[config.mk]
export PLATFORM = sky130hd
export DESIGN_NAME = railseq_top
export DESIGN_NICKNAME = d
export VERILOG_FILES = /design/src/rtl/railseq_pkg.sv /design/src/rtl/railseq_ctrl.sv /design/src/rtl/railseq_datapath.sv /design/src/rtl/railseq_top.sv
export SDC_FILE = /design/constraint.sdc
export NUM_CORES = 1
export LEC_CHECK = 0
export ABC_AREA = 1
export BUFFER_PORTS_ARGS = -buffer_cell sky130_fd_sc_hd__buf_2
export CAP_MARGIN = 10
export CORE_MARGIN = 3
export CORE_UTILIZATION = 40
export CTS_BUF_LIST = sky130_fd_sc_hd__clkbuf_8
export DETAILED_ROUTE_END_ITERATION = 12
export PLACE_DENSITY_LB_ADDON = 0.25
export SYNTH_ARGS = -nofsm -noshare
export SYNTH_HDL_FRONTEND = slang
export SYNTH_SLANG_ARGS = --single-unit
[constraint.sdc]
create_clock -name clk -period 4.9 [get_ports clk]
set_clock_uncertainty 0.15 [all_clocks]
set_input_delay 0.245 -clock clk [delete_from_list [all_inputs] [get_ports clk]]
set_output_delay 0.245 -clock clk [all_outputs]
set_load 0.1 [all_outputs]
[src/rtl/railseq_pkg.sv]
package railseq_pkg;

  localparam int NUM_GROUPS = 3;

  localparam logic [1:0] KIND_RISE = 2'd1;
  localparam logic [1:0] KIND_FALL = 2'd2;
  localparam logic [1:0] KIND_EXT  = 2'd3;

  typedef enum logic [3:0] {
    ST_OFF, ST_UP1, ST_UP2, ST_UP3, ST_ON,
    ST_DN3, ST_DN2, ST_DN1, ST_FWAIT
  } seqState_t;

  typedef struct packed {
    logic       clrTimer;
    logic       startPull;
    logic       record;
    logic [1:0] recGroup;
    logic [1:0] recKind;
  } ctrlStrobe_t;

  // index (0..2) of the group watched in a step
  function automatic logic [1:0] watchIdx(seqState_t s);
    case (s)
      ST_UP2, ST_DN2: return 2'd1;
      ST_UP3, ST_DN3, ST_ON: return 2'd2;
      default: return 2'd0;
    endcase
  endfunction

  function automatic logic [NUM_GROUPS-1:0] enableMask(seqState_t s);
    case (s)
      ST_UP1, ST_DN2: return 3'b001;
      ST_UP2, ST_DN3: return 3'b011;
      ST_UP3, ST_ON:  return 3'b111;
      default:        return 3'b000;
    endcase
  endfunction

  function automatic seqState_t downOf(seqState_t s);
    case (s)
      ST_UP1:  return ST_DN1;
      ST_UP2:  return ST_DN2;
      default: return ST_DN3;
    endcase
  endfunction

  function automatic seqState_t riseNext(seqState_t s);
    case (s)
      ST_UP1:  return ST_UP2;
      ST_UP2:  return ST_UP3;
      default: return ST_ON;
    endcase
  endfunction

  function automatic seqState_t fallNext(seqState_t s);
    case (s)
      ST_DN3:  return ST_DN2;
      default: return ST_DN1;
    endcase
  endfunction

  function automatic logic pickBit(logic [NUM_GROUPS-1:0] v, logic [1:0] i);
    case (i)
      2'd0:    return v[0];
      2'd1:    return v[1];
      default: return v[2];
    endcase
  endfunction

endpackage

[src/rtl/railseq_ctrl.sv]
module railseq_ctrl
  import railseq_pkg::*;
#(
  parameter int TIMEOUT_CYC = 40,
  parameter int RETRY_CYC   = 30,
  parameter int TIMER_W     = 6
) (
  input  logic                  clk,
  input  logic                  rstN,
  input  logic                  onReq,
  input  logic [NUM_GROUPS-1:0] grpHigh,
  input  logic [NUM_GROUPS-1:0] grpLow,
  input  logic                  faultLineIn,
  input  logic [TIMER_W-1:0]    timer,
  output ctrlStrobe_t           strobe,
  output seqState_t             state,
  output logic [NUM_GROUPS-1:0] grpEnable,
  output logic                  powerGood
);

  seqState_t  nextState;
  logic       pending;
  logic       setPend;
  logic       clrPend;
  logic       timeUp;
  logic       retryDone;
  logic [1:0] wIdx;
  logic [1:0] wGroup;
  logic       wHigh;
  logic       wLow;

  assign timeUp    = timer >= TIMER_W'(TIMEOUT_CYC);
  assign retryDone = timer >= TIMER_W'(RETRY_CYC);
  assign wIdx      = watchIdx(state);
  assign wGroup    = wIdx + 2'd1;
  assign wHigh     = pickBit(grpHigh, wIdx);
  assign wLow      = pickBit(grpLow, wIdx);

  always_comb begin
    nextState = state;
    strobe    = '0;
    setPend   = 1'b0;
    clrPend   = 1'b0;
    unique case (state)
      ST_OFF: begin
        if (onReq && faultLineIn) nextState = ST_UP1;
      end
      ST_UP1, ST_UP2, ST_UP3: begin
        if (timeUp && !wHigh) begin
          strobe.record    = 1'b1;
          strobe.recGroup  = wGroup;
          strobe.recKind   = KIND_RISE;
          strobe.startPull = 1'b1;
          setPend          = 1'b1;
          nextState        = downOf(state);
        end else if (!faultLineIn) begin
          strobe.record   = 1'b1;
          strobe.recGroup = wGroup;
          strobe.recKind  = KIND_EXT;
          setPend         = 1'b1;
          nextState       = downOf(state);
        end else if (!onReq) begin
          nextState = downOf(state);
        end else if (wHigh) begin
          nextState = riseNext(state);
        end
      end
      ST_ON: begin
        if (!faultLineIn) begin
          strobe.record   = 1'b1;
          strobe.recGroup = 2'd3;
          strobe.recKind  = KIND_EXT;
          setPend         = 1'b1;
          nextState       = ST_DN3;
        end else if (!onReq) begin
          nextState = ST_DN3;
        end
      end
      ST_DN3, ST_DN2, ST_DN1: begin
        if (!faultLineIn && !pending) begin
          strobe.record   = 1'b1;
          strobe.recGroup = wGroup;
          strobe.recKind  = KIND_EXT;
          setPend         = 1'b1;
        end
        if (wLow || timeUp) begin
          if (!wLow) begin
            strobe.record    = 1'b1;
            strobe.recGroup  = wGroup;
            strobe.recKind   = KIND_FALL;
            strobe.startPull = 1'b1;
            setPend          = 1'b1;
          end
          if (state == ST_DN1) nextState = (pending || setPend) ? ST_FWAIT : ST_OFF;
          else                 nextState = fallNext(state);
        end
      end
      ST_FWAIT: begin
        if (retryDone && faultLineIn) begin
          clrPend   = 1'b1;
          nextState = onReq ? ST_UP1 : ST_OFF;
        end
      end
      default: nextState = ST_OFF;
    endcase
    strobe.clrTimer = (nextState != state);
  end

  always_ff @(posedge clk) begin
    if (!rstN) begin
      state   <= ST_OFF;
      pending <= 1'b0;
    end else begin
      state <= nextState;
      if (setPend)      pending <= 1'b1;
      else if (clrPend) pending <= 1'b0;
    end
  end

  assign grpEnable = enableMask(state);
  assign powerGood = (state == ST_ON);


  next_group_after_high_chk: assert property (@(posedge clk) disable iff (!rstN)
    $rose(grpEnable[1]) |-> $past(grpHigh[0]));

  last_group_after_high_chk: assert property (@(posedge clk) disable iff (!rstN)
    $rose(grpEnable[2]) |-> $past(grpHigh[1]));

  drain_step_chk: assert property (@(posedge clk) disable iff (!rstN)
    (state == ST_DN3 && grpLow[2]) |=> (state == ST_DN2));

  off_blocked_chk: assert property (@(posedge clk) disable iff (!rstN)
    (state == ST_OFF && !faultLineIn) |=> (grpEnable == 3'b000));

  abort_rise_chk: assert property (@(posedge clk) disable iff (!rstN)
    (state == ST_UP2 && !onReq && faultLineIn && !timeUp) |=> (state == ST_DN2));

endmodule

[src/rtl/railseq_datapath.sv]
module railseq_datapath
  import railseq_pkg::*;
#(
  parameter int RETRY_CYC = 30,
  parameter int TIMER_W   = 6
) (
  input  logic               clk,
  input  logic               rstN,
  input  ctrlStrobe_t        strobe,
  input  logic               causeClear,
  output logic [TIMER_W-1:0] timer,
  output logic               pullActive,
  output logic               causeValid,
  output logic [1:0]         causeGroup,
  output logic [1:0]         causeKind
);

  logic [TIMER_W-1:0] pullCnt;

  always_ff @(posedge clk) begin
    if (!rstN) begin
      timer <= '0;
    end else if (strobe.clrTimer) begin
      timer <= '0;
    end else if (timer != '1) begin
      timer <= timer + 1'b1;
    end
  end

  always_ff @(posedge clk) begin
    if (!rstN) begin
      pullCnt <= '0;
    end else if (strobe.startPull) begin
      pullCnt <= TIMER_W'(RETRY_CYC);
    end else if (pullCnt != '0) begin
      pullCnt <= pullCnt - 1'b1;
    end
  end

  assign pullActive = (pullCnt != '0);

  always_ff @(posedge clk) begin
    if (!rstN) begin
      causeValid <= 1'b0;
      causeGroup <= 2'd0;
      causeKind  <= 2'd0;
    end else if (strobe.record) begin
      causeValid <= 1'b1;
      causeGroup <= strobe.recGroup;
      causeKind  <= strobe.recKind;
    end else if (causeClear) begin
      causeValid <= 1'b0;
      causeGroup <= 2'd0;
      causeKind  <= 2'd0;
    end
  end


  pull_starts_chk: assert property (@(posedge clk) disable iff (!rstN)
    strobe.startPull |=> pullActive);

  cause_sticky_chk: assert property (@(posedge clk) disable iff (!rstN)
    (!strobe.record && !causeClear) |=> $stable({causeValid, causeGroup, causeKind}));

  cause_group_range_chk: assert property (@(posedge clk) disable iff (!rstN)
    causeValid |-> (causeGroup != 2'd0 && causeKind != 2'd0));

endmodule

[src/rtl/railseq_top.sv]
module railseq_top
  import railseq_pkg::*;
#(
  parameter int TIMEOUT_CYC = 40,
  parameter int RETRY_CYC   = 30
) (
  input  logic       clk,
  input  logic       rstN,
  input  logic       onReq,
  input  logic [2:0] grpHigh,
  input  logic [2:0] grpLow,
  input  logic       faultLineIn,
  input  logic       causeClear,
  output logic [2:0] grpEnable,
  output logic       powerGood,
  output logic       faultPullDown,
  output logic       causeValid,
  output logic [1:0] causeGroup,
  output logic [1:0] causeKind
);

  localparam int LONGEST = (TIMEOUT_CYC > RETRY_CYC) ? TIMEOUT_CYC : RETRY_CYC;
  localparam int TIMER_W = $clog2(LONGEST + 2);

  ctrlStrobe_t        strobe;
  seqState_t          state;
  logic [TIMER_W-1:0] timer;
  logic               pullActive;

  railseq_ctrl #(
    .TIMEOUT_CYC(TIMEOUT_CYC),
    .RETRY_CYC  (RETRY_CYC),
    .TIMER_W    (TIMER_W)
  ) ctrl_i (
    .clk        (clk),
    .rstN       (rstN),
    .onReq      (onReq),
    .grpHigh    (grpHigh),
    .grpLow     (grpLow),
    .faultLineIn(faultLineIn),
    .timer      (timer),
    .strobe     (strobe),
    .state      (state),
    .grpEnable  (grpEnable),
    .powerGood  (powerGood)
  );

  railseq_datapath #(
    .RETRY_CYC(RETRY_CYC),
    .TIMER_W  (TIMER_W)
  ) dp_i (
    .clk       (clk),
    .rstN      (rstN),
    .strobe    (strobe),
    .causeClear(causeClear),
    .timer     (timer),
    .pullActive(pullActive),
    .causeValid(causeValid),
    .causeGroup(causeGroup),
    .causeKind (causeKind)
  );

  assign faultPullDown = pullActive;


  retry_needs_line_chk: assert property (@(posedge clk) disable iff (!rstN)
    (state == ST_UP1 && $past(state) == ST_FWAIT) |-> ($past(faultLineIn) && !faultPullDown));

  new_cause_has_fault_chk: assert property (@(posedge clk) disable iff (!rstN)
    $rose(causeValid) |-> (faultPullDown || $past(!faultLineIn)));

  ext_no_pull_chk: assert property (@(posedge clk) disable iff (!rstN)
    ($past(state) == ST_ON && state == ST_DN3 && causeKind == KIND_EXT && $rose(causeValid))
      |-> !faultPullDown);

endmodule

### Word level (Yosys, flattened, before mapping)

Index checks and enable logic that the tools add are counted.

| word-level totals | value |
|---|---|
| bits of input ports | 11 |
| output and inout bits | 10 |
| bits in registers | 22 |

| operators by class | value |
|---|---|
| mux-type cells | 48 |
| equal/unequal tests | 11 |
| bitwise operators | 1 |
| order comparisons | 2 |
| add/subtract/negate cells | 3 |
| reductions and logical operators | 24 |

Operators by type and width:

| operator | count |
|---|---|
| $mux 4 | 11 |
| $mux 5 | 6 |
| $pmux 4 s5 | 1 |
| $eq 4x3->1 const B | 4 |
| $mux 1 | 16 |
| $pmux 5 s3 | 1 |
| $mux 6 | 2 |
| $reduce_or 2->1 | 6 |
| $pmux 3 s3 | 1 |
| $reduce_or 3->1 | 3 |
| $eq 4x2->1 const B | 2 |
| $pmux 2 s2 | 2 |
| $add 6x1->6 const B | 1 |
| $ge 6x5->1 const B | 1 |
| $ge 6x6->1 const B | 1 |
| $mux 2 | 3 |
| $ne 6x6->1 const B | 1 |
| $pmux 1 s2 | 3 |
| $pmux 3 s2 | 1 |
| $reduce_bool 2->1 | 3 |
| $reduce_bool 6->1 | 1 |
| $sub 6x1->6 const B | 1 |
| $eq 4x1->1 const B | 1 |
| $eq 4x4->1 const B | 1 |
| 10 further kinds | 16 |

### Longest topological paths before layout

| depth | value |
|---|---|
| depth after elaboration | 15 |
| gate-level depth with buffers | 19 |

### Hierarchy

Synthesis repeated with hierarchy kept, for this count alone.

| second synthesis, totals | value |
|---|---|
| cells, all modules | 245 |
| area total of the unflattened synthesis | 1512.7 µm² |

Modules (own cells, without submodules):

| module | cells each | area each (µm²) | instances |
|---|---|---|---|
| railseq_datapath | 105 | 763.2 | 1 |
| railseq_ctrl | 140 | 749.5 | 1 |

### Worst setup path after synthesis

No wires, ideal clock.

| path | value |
|---|---|
| path kind | reg2out |
| start | reg ctrl_i.state[0] |
| end | out grpEnable[0] |
| data arrival time | 2688 ps |
| data required time | 4505 ps |
| cell stages (with the launch flop) | 5 |
| path slack | 1817 ps |
| buffers on the path | 1 |
| path through | dfxtp_1 buf_6 nand2_1 inv_1 o21ai_0 |

| between the ends | value |
|---|---|
| longest elaborated chain between the ends | 3 |
| elaborated cells on any way between the ends | 10 |
| those cells by class | eq/ne (6); mux (1); reduce/logical (3) |

RTL lines:

| element | RTL line | source |
|---|---|---|
| start: declaration | railseq_ctrl.sv:16 | `output seqState_t state,` |
| start signal: assignment | railseq_ctrl.sv:114 | `state <= nextState;` |
| $eq 4x3->1 (tied with other cells) | railseq_pkg.sv:32 | `case (s)` |
| $reduce_or 2->1 | railseq_pkg.sv:32 |  |
| $pmux 3 s3 * | railseq_pkg.sv:32 |  |
| end: declaration | railseq_top.sv:14 | `output logic [2:0] grpEnable,` |

Mark *: on every way between the ends. The rest lies on a longest branch, timed or not.

### Final worst setup path

| path | value |
|---|---|
| start | reg ctrl_i.state[0] |
| end | reg dp_i.timer[5] |

| between the ends | value |
|---|---|
| longest elaborated chain between the ends | 15 |
| elaborated cells on any way between the ends | 42 |
| those cells by class | eq/ne (10); mux (21); reduce/logical (11) |

RTL lines:

| element | RTL line | source |
|---|---|---|
| $eq 4x3->1 (tied with other cells) | railseq_pkg.sv:24, railseq_ctrl.sv:44 |  |
| $reduce_or 3->1 / $reduce_or 2->1 (equally long branches) | railseq_pkg.sv:24 | `case (s)` |
| $pmux 2 s2 | railseq_pkg.sv:24 |  |
| $eq 2x1->1 / $logic_not 2->1 (equally long branches) | railseq_pkg.sv:64 | `case (i)` |
| $pmux 1 s2 | railseq_pkg.sv:64 |  |
| $mux 1 | railseq_ctrl.sv:87 | `if (!wLow) begin` |
| $mux 1 | railseq_ctrl.sv:86 | `if (wLow \|\| timeUp) begin` |
| $mux 1 | railseq_ctrl.sv:44 | `unique case (state)` |
| $logic_or 1x1->1 | railseq_ctrl.sv:94 | `if (state == ST_DN1) nextState = (pending \|\| setPend) ? ST_FWAIT : ST_OFF;` |
| $mux 4 (2 in series) | railseq_ctrl.sv:94 |  |
| $mux 4 | railseq_ctrl.sv:86 |  |
| $pmux 4 s5 | railseq_ctrl.sv:44 |  |
| $ne 4x4->1 * | railseq_ctrl.sv:106 | `strobe.clrTimer = (nextState != state);` |
| $reduce_or 2->1 (no source line) * | n/a |  |
| end signal: assignment | railseq_datapath.sv:26 | `timer <= timer + 1'b1;` |
| end: declaration | railseq_datapath.sv:11 | `output logic [TIMER_W-1:0] timer,` |

Mark *: on every way between the ends. The rest lies on a longest branch, timed or not. The select of a mux whose other input is x is not followed.
A chain may end at the register's enable or synchronous reset.

==> impl_summary.txt <==
----------------------------------------------------
[Outcome]
  Result of the run ... completed

[Worst setup path]
  Category of the critical setup timing path ... register to register
  Crit. End Element ... register
  Data required time at the worst endpoint ... 4.94 ns
  Endpoint of the lowest-slack register-to-register path ... dp_i.timer[5]$_SDFFE_PP0P_
  Worst R2R Start ... ctrl_i.state[0]$_SDFF_PN0_
  Worst Reg-to-Reg Cells ... 15
  Data arrival time of the critical path ... 2.75 ns
  Register-to-Register Setup Slack ... 2.19 ns
  Startpoint Class ... register
  Max Fanout on Critical Path ... 8

[STA]
  Achievable clock frequency ... 369 MHz
  Setup tns final ... 0 ns
  Share of the cycle needed by the critical path after routing ... 55.2%
  RSZ-0062 raised after global routing ... no
  Worst relative slew slack ... 67.6%
  Endpoints failing hold ... 0
  Final-report max-slew violation count ... 0
  Slew of the pin with the lowest slew margin ... 0.490 ns
  Final number of setup-violating endpoints ... 0
  Post-Route Hold Slack ... 0.134 ns
  Shortest period the worst path allows ... 2.71 ns

[Layout]
  Fill count ... 402
  Commonest non-fill, non-tap cells in the layout ... 67 x sky130_fd_sc_hd__nand2_1, 32 x sky130_fd_sc_hd__inv_1, 22 x sky130_fd_sc_hd__dfxtp_1
  Final layout net count ... 275
  Layout-stage area growth over the synthesis result ... 12.7%
  Core occupancy in the finished layout ... 47.6%
  Post-Layout Inst Area ... 0.00177 mm2
  Most common cell after layout, fill and taps aside ... sky130_fd_sc_hd__nand2_1
  Final antenna diode count ... 0
  Fraction of final layout cells with drive strength greater than 1 ... 21.7%

[Yosys]
  Synth Cell Area ... 0.00157 mm2
  Async set or reset register ratio after synthesis ... 0%
  Mapped Nets ... 252
  Fraction of the yosys area taken by sequential cells ... 28.0%
  Number of enable flip-flop cells after synthesis ... 0
  Syn avg cell area ... 6.65 um2
  Post-synth cell types ... 30
  Most frequently used flop master after synthesis ... sky130_fd_sc_hd__dfxtp_1
  Count of synthesis-stage warnings from yosys ... 0
  Cells after Synth ... 236
  #FFs+latches synth ... 22

[Placed design]
  Final HPWL DP ... 2730 um
  GP Congestion ... 0.934
  Placed Area ... 0.00172 mm2
  Port-buffer cells ... 20

[CTS]
  Clock Sink Count ... 22
  Root Driver ... sky130_fd_sc_hd__clkbuf_8
  Number of clock buffers inserted by TritonCTS ... 3
  Clock tree from TritonCTS ... done
  Post CTS Setup Buffer Count ... 0
  Hold-fix buffers, CTS ... 0
  H-tree levels ... 1
  Number of buffers on the longest clock path ... 2
  Number of instances resized during post-cts repair ... 0
  Clock-pin slew on the worst setup and hold paths ... 0.08 ns
  Clock insertion delay at the later pin of the skew report ... 0.26 ns

[Route]
  Routed vias ... 1465
  Remaining routing DRC violations ... 0
  Starting DRT DRC Count ... 53
  Drt wl/cell ... 10.8 um
  Count of nets left with antenna violations after detail routing ... 0
  First-pass detailed-route iteration total ... 4
  Post-DR vias/cell ... 4.79
  WL final ... 3310 um

[Worst hold path]
  Worst Hold Path EP ... dp_i.causeGroup[0]$_SDFFE_PN0P_
  Number of stages on the worst hold path ... 4
  Path category of the worst min-delay check ... primary input to register
  Hold_sp ... causeClear

[GRT]
  Via count of the first global-routing pass ... 1339
  Global-route usage over all layers ... 16.3%
  Wire length of the first global-routing pass ... 5920 um
  Number of antenna violations at the first check in global routing ... 0
  Total gr overflow ... 0
  Largest net degree at the start of global routing ... 13

[Floorplan]
  Number of top-level pins ... 21
  Row cnt ... 22
  Placeable core region ... 0.00372 mm2
  Die Ht ... 68.7 um
  Starting density of the core ... 42.3%
  Die width ... 68.7 um
  Die outline area ... 0.00471 mm2

[Pwr]
  Peak supply drop ... 0.352 mV
  Leakage power summed over all cells ... 0.904 nW
  Total power density per cell area ... 671 mW/mm2

[Flow run]
  Number of maximum-capacitance violations ... 0

----------------------------------------------------
## worst max path at each step
stage	start	to	slack [ns]	depth (start not counted)
after floorplan	ctrl_i.state[0]$_SDFF_PN0_	grpEnable[0]	1.82	4
after global placement	ctrl_i.state[0]$_SDFF_PN0_	dp_i.pullCnt[3]$_SDFFE_PN0P_	2.24	14
after CTS	ctrl_i.state[0]$_SDFF_PN0_	dp_i.pullCnt[3]$_SDFFE_PN0P_	2.19	14
after detailed placement	ctrl_i.state[0]$_SDFF_PN0_	dp_i.pullCnt[3]$_SDFFE_PN0P_	2.20	14
final	ctrl_i.state[0]$_SDFF_PN0_	dp_i.timer[5]$_SDFFE_PP0P_	2.19	15
after global routing	ctrl_i.state[0]$_SDFF_PN0_	dp_i.pullCnt[3]$_SDFFE_PN0P_	1.82	14
## stage by stage
stage / std cells / worst slack (ns) / power, mW
after global routing: 306 / 1.82 / 1.29
after floorplan: 236 / 1.82 / 0.949
final: 306 / 2.19 / 1.19
after global placement: 302 / 2.24 / 1.06
after CTS: 306 / 2.19 / 1.20
after detailed placement: 302 / 2.20 / 1.07
## final cells by class
| class | instances | area, um2 | share of cell area [%] |
|---|---|---|---|
| multi-input combinational | 175 | 972 | 54.9 |
| sequential | 22 | 440 | 24.9 |
| inverter | 37 | 143 | 8.06 |
| timing repair buffer | 20 | 100 | 5.65 |
| tap | 48 | 60.1 | 3.39 |
| clock buffer | 4 | 55.1 | 3.11 |
## registers in the layout, indices dropped and copies added, names as in the netlist
register / cells
ctrl_i.pending: 1
dp_i.causeValid: 1
dp_i.pullCnt: 6
dp_i.timer: 6
dp_i.causeKind: 2
ctrl_i.state: 4
dp_i.causeGroup: 2
## where the power goes
group | leakage [nW] | internal [mW] | switching, mW | total (mW)
Sequential | 0.180 | 0.230 | 0.0495 | 0.280
Combinational | 0.695 | 0.190 | 0.590 | 0.779
Clock | 0.0288 | 0.0716 | 0.0580 | 0.130
## Yosys cell counts (all sizes together), types with 3 or more instances
cell | number | share of area (%)
nand2 | 76 | 20
inv | 36 | 8.8
nor2 | 25 | 8.7
dfxtp | 22 | 28
nand3 | 22 | 9.2
a21oi | 14 | 5.2
o21ai | 9 | 2.9
nor3 | 7 | 4.1
ha | 5 | 4.0
nand4 | 4 | 1.6
xor2 | 4 | 2.2
a31oi | 3 | 1.2
o211ai | 3 | 1.4
## cell families after synthesis
group / after synthesis / share of synthesized area [%]
buffers and inverters: 39 / 10.0
xor gates and xnor gates: 5 / 2.79
AOI/OAI and AO/OA: 30 / 11.2
DFF: 22 / 28.0
and+or+nand+nor: 135 / 44.0
adders and majority gates: 5 / 3.98
## critical path, cell delays in order, from the launching register on
cell                      delay, ns
sky130_fd_sc_hd__dfxtp_1       0.54
sky130_fd_sc_hd__nand2_1       0.13
sky130_fd_sc_hd__inv_1         0.14
sky130_fd_sc_hd__nand2_1       0.08
sky130_fd_sc_hd__o21ai_0       0.07
sky130_fd_sc_hd__inv_1         0.10
sky130_fd_sc_hd__ha_1          0.21
sky130_fd_sc_hd__nor2_1        0.15
sky130_fd_sc_hd__nand2_1       0.13
sky130_fd_sc_hd__nand3_1       0.17
sky130_fd_sc_hd__nand3_1       0.16
sky130_fd_sc_hd__nand3_1       0.10
sky130_fd_sc_hd__nand3_1       0.09
sky130_fd_sc_hd__inv_1         0.11
sky130_fd_sc_hd__nand3_4       0.14
sky130_fd_sc_hd__nor3_2        0.16
## metal layers
metal / GRT usage (%) / part of all wire (%) / vias to the layer above
li1: - / - / 797
met1: 22.2 / 52 / 651
met2: 26.3 / 45 / 13
met3: 3.57 / 2.1 / 4
met4: 3.23 / 0.82 / 0
met5: 0 / 0 / -
No activity file was read; power rests on OpenSTA's default activity.
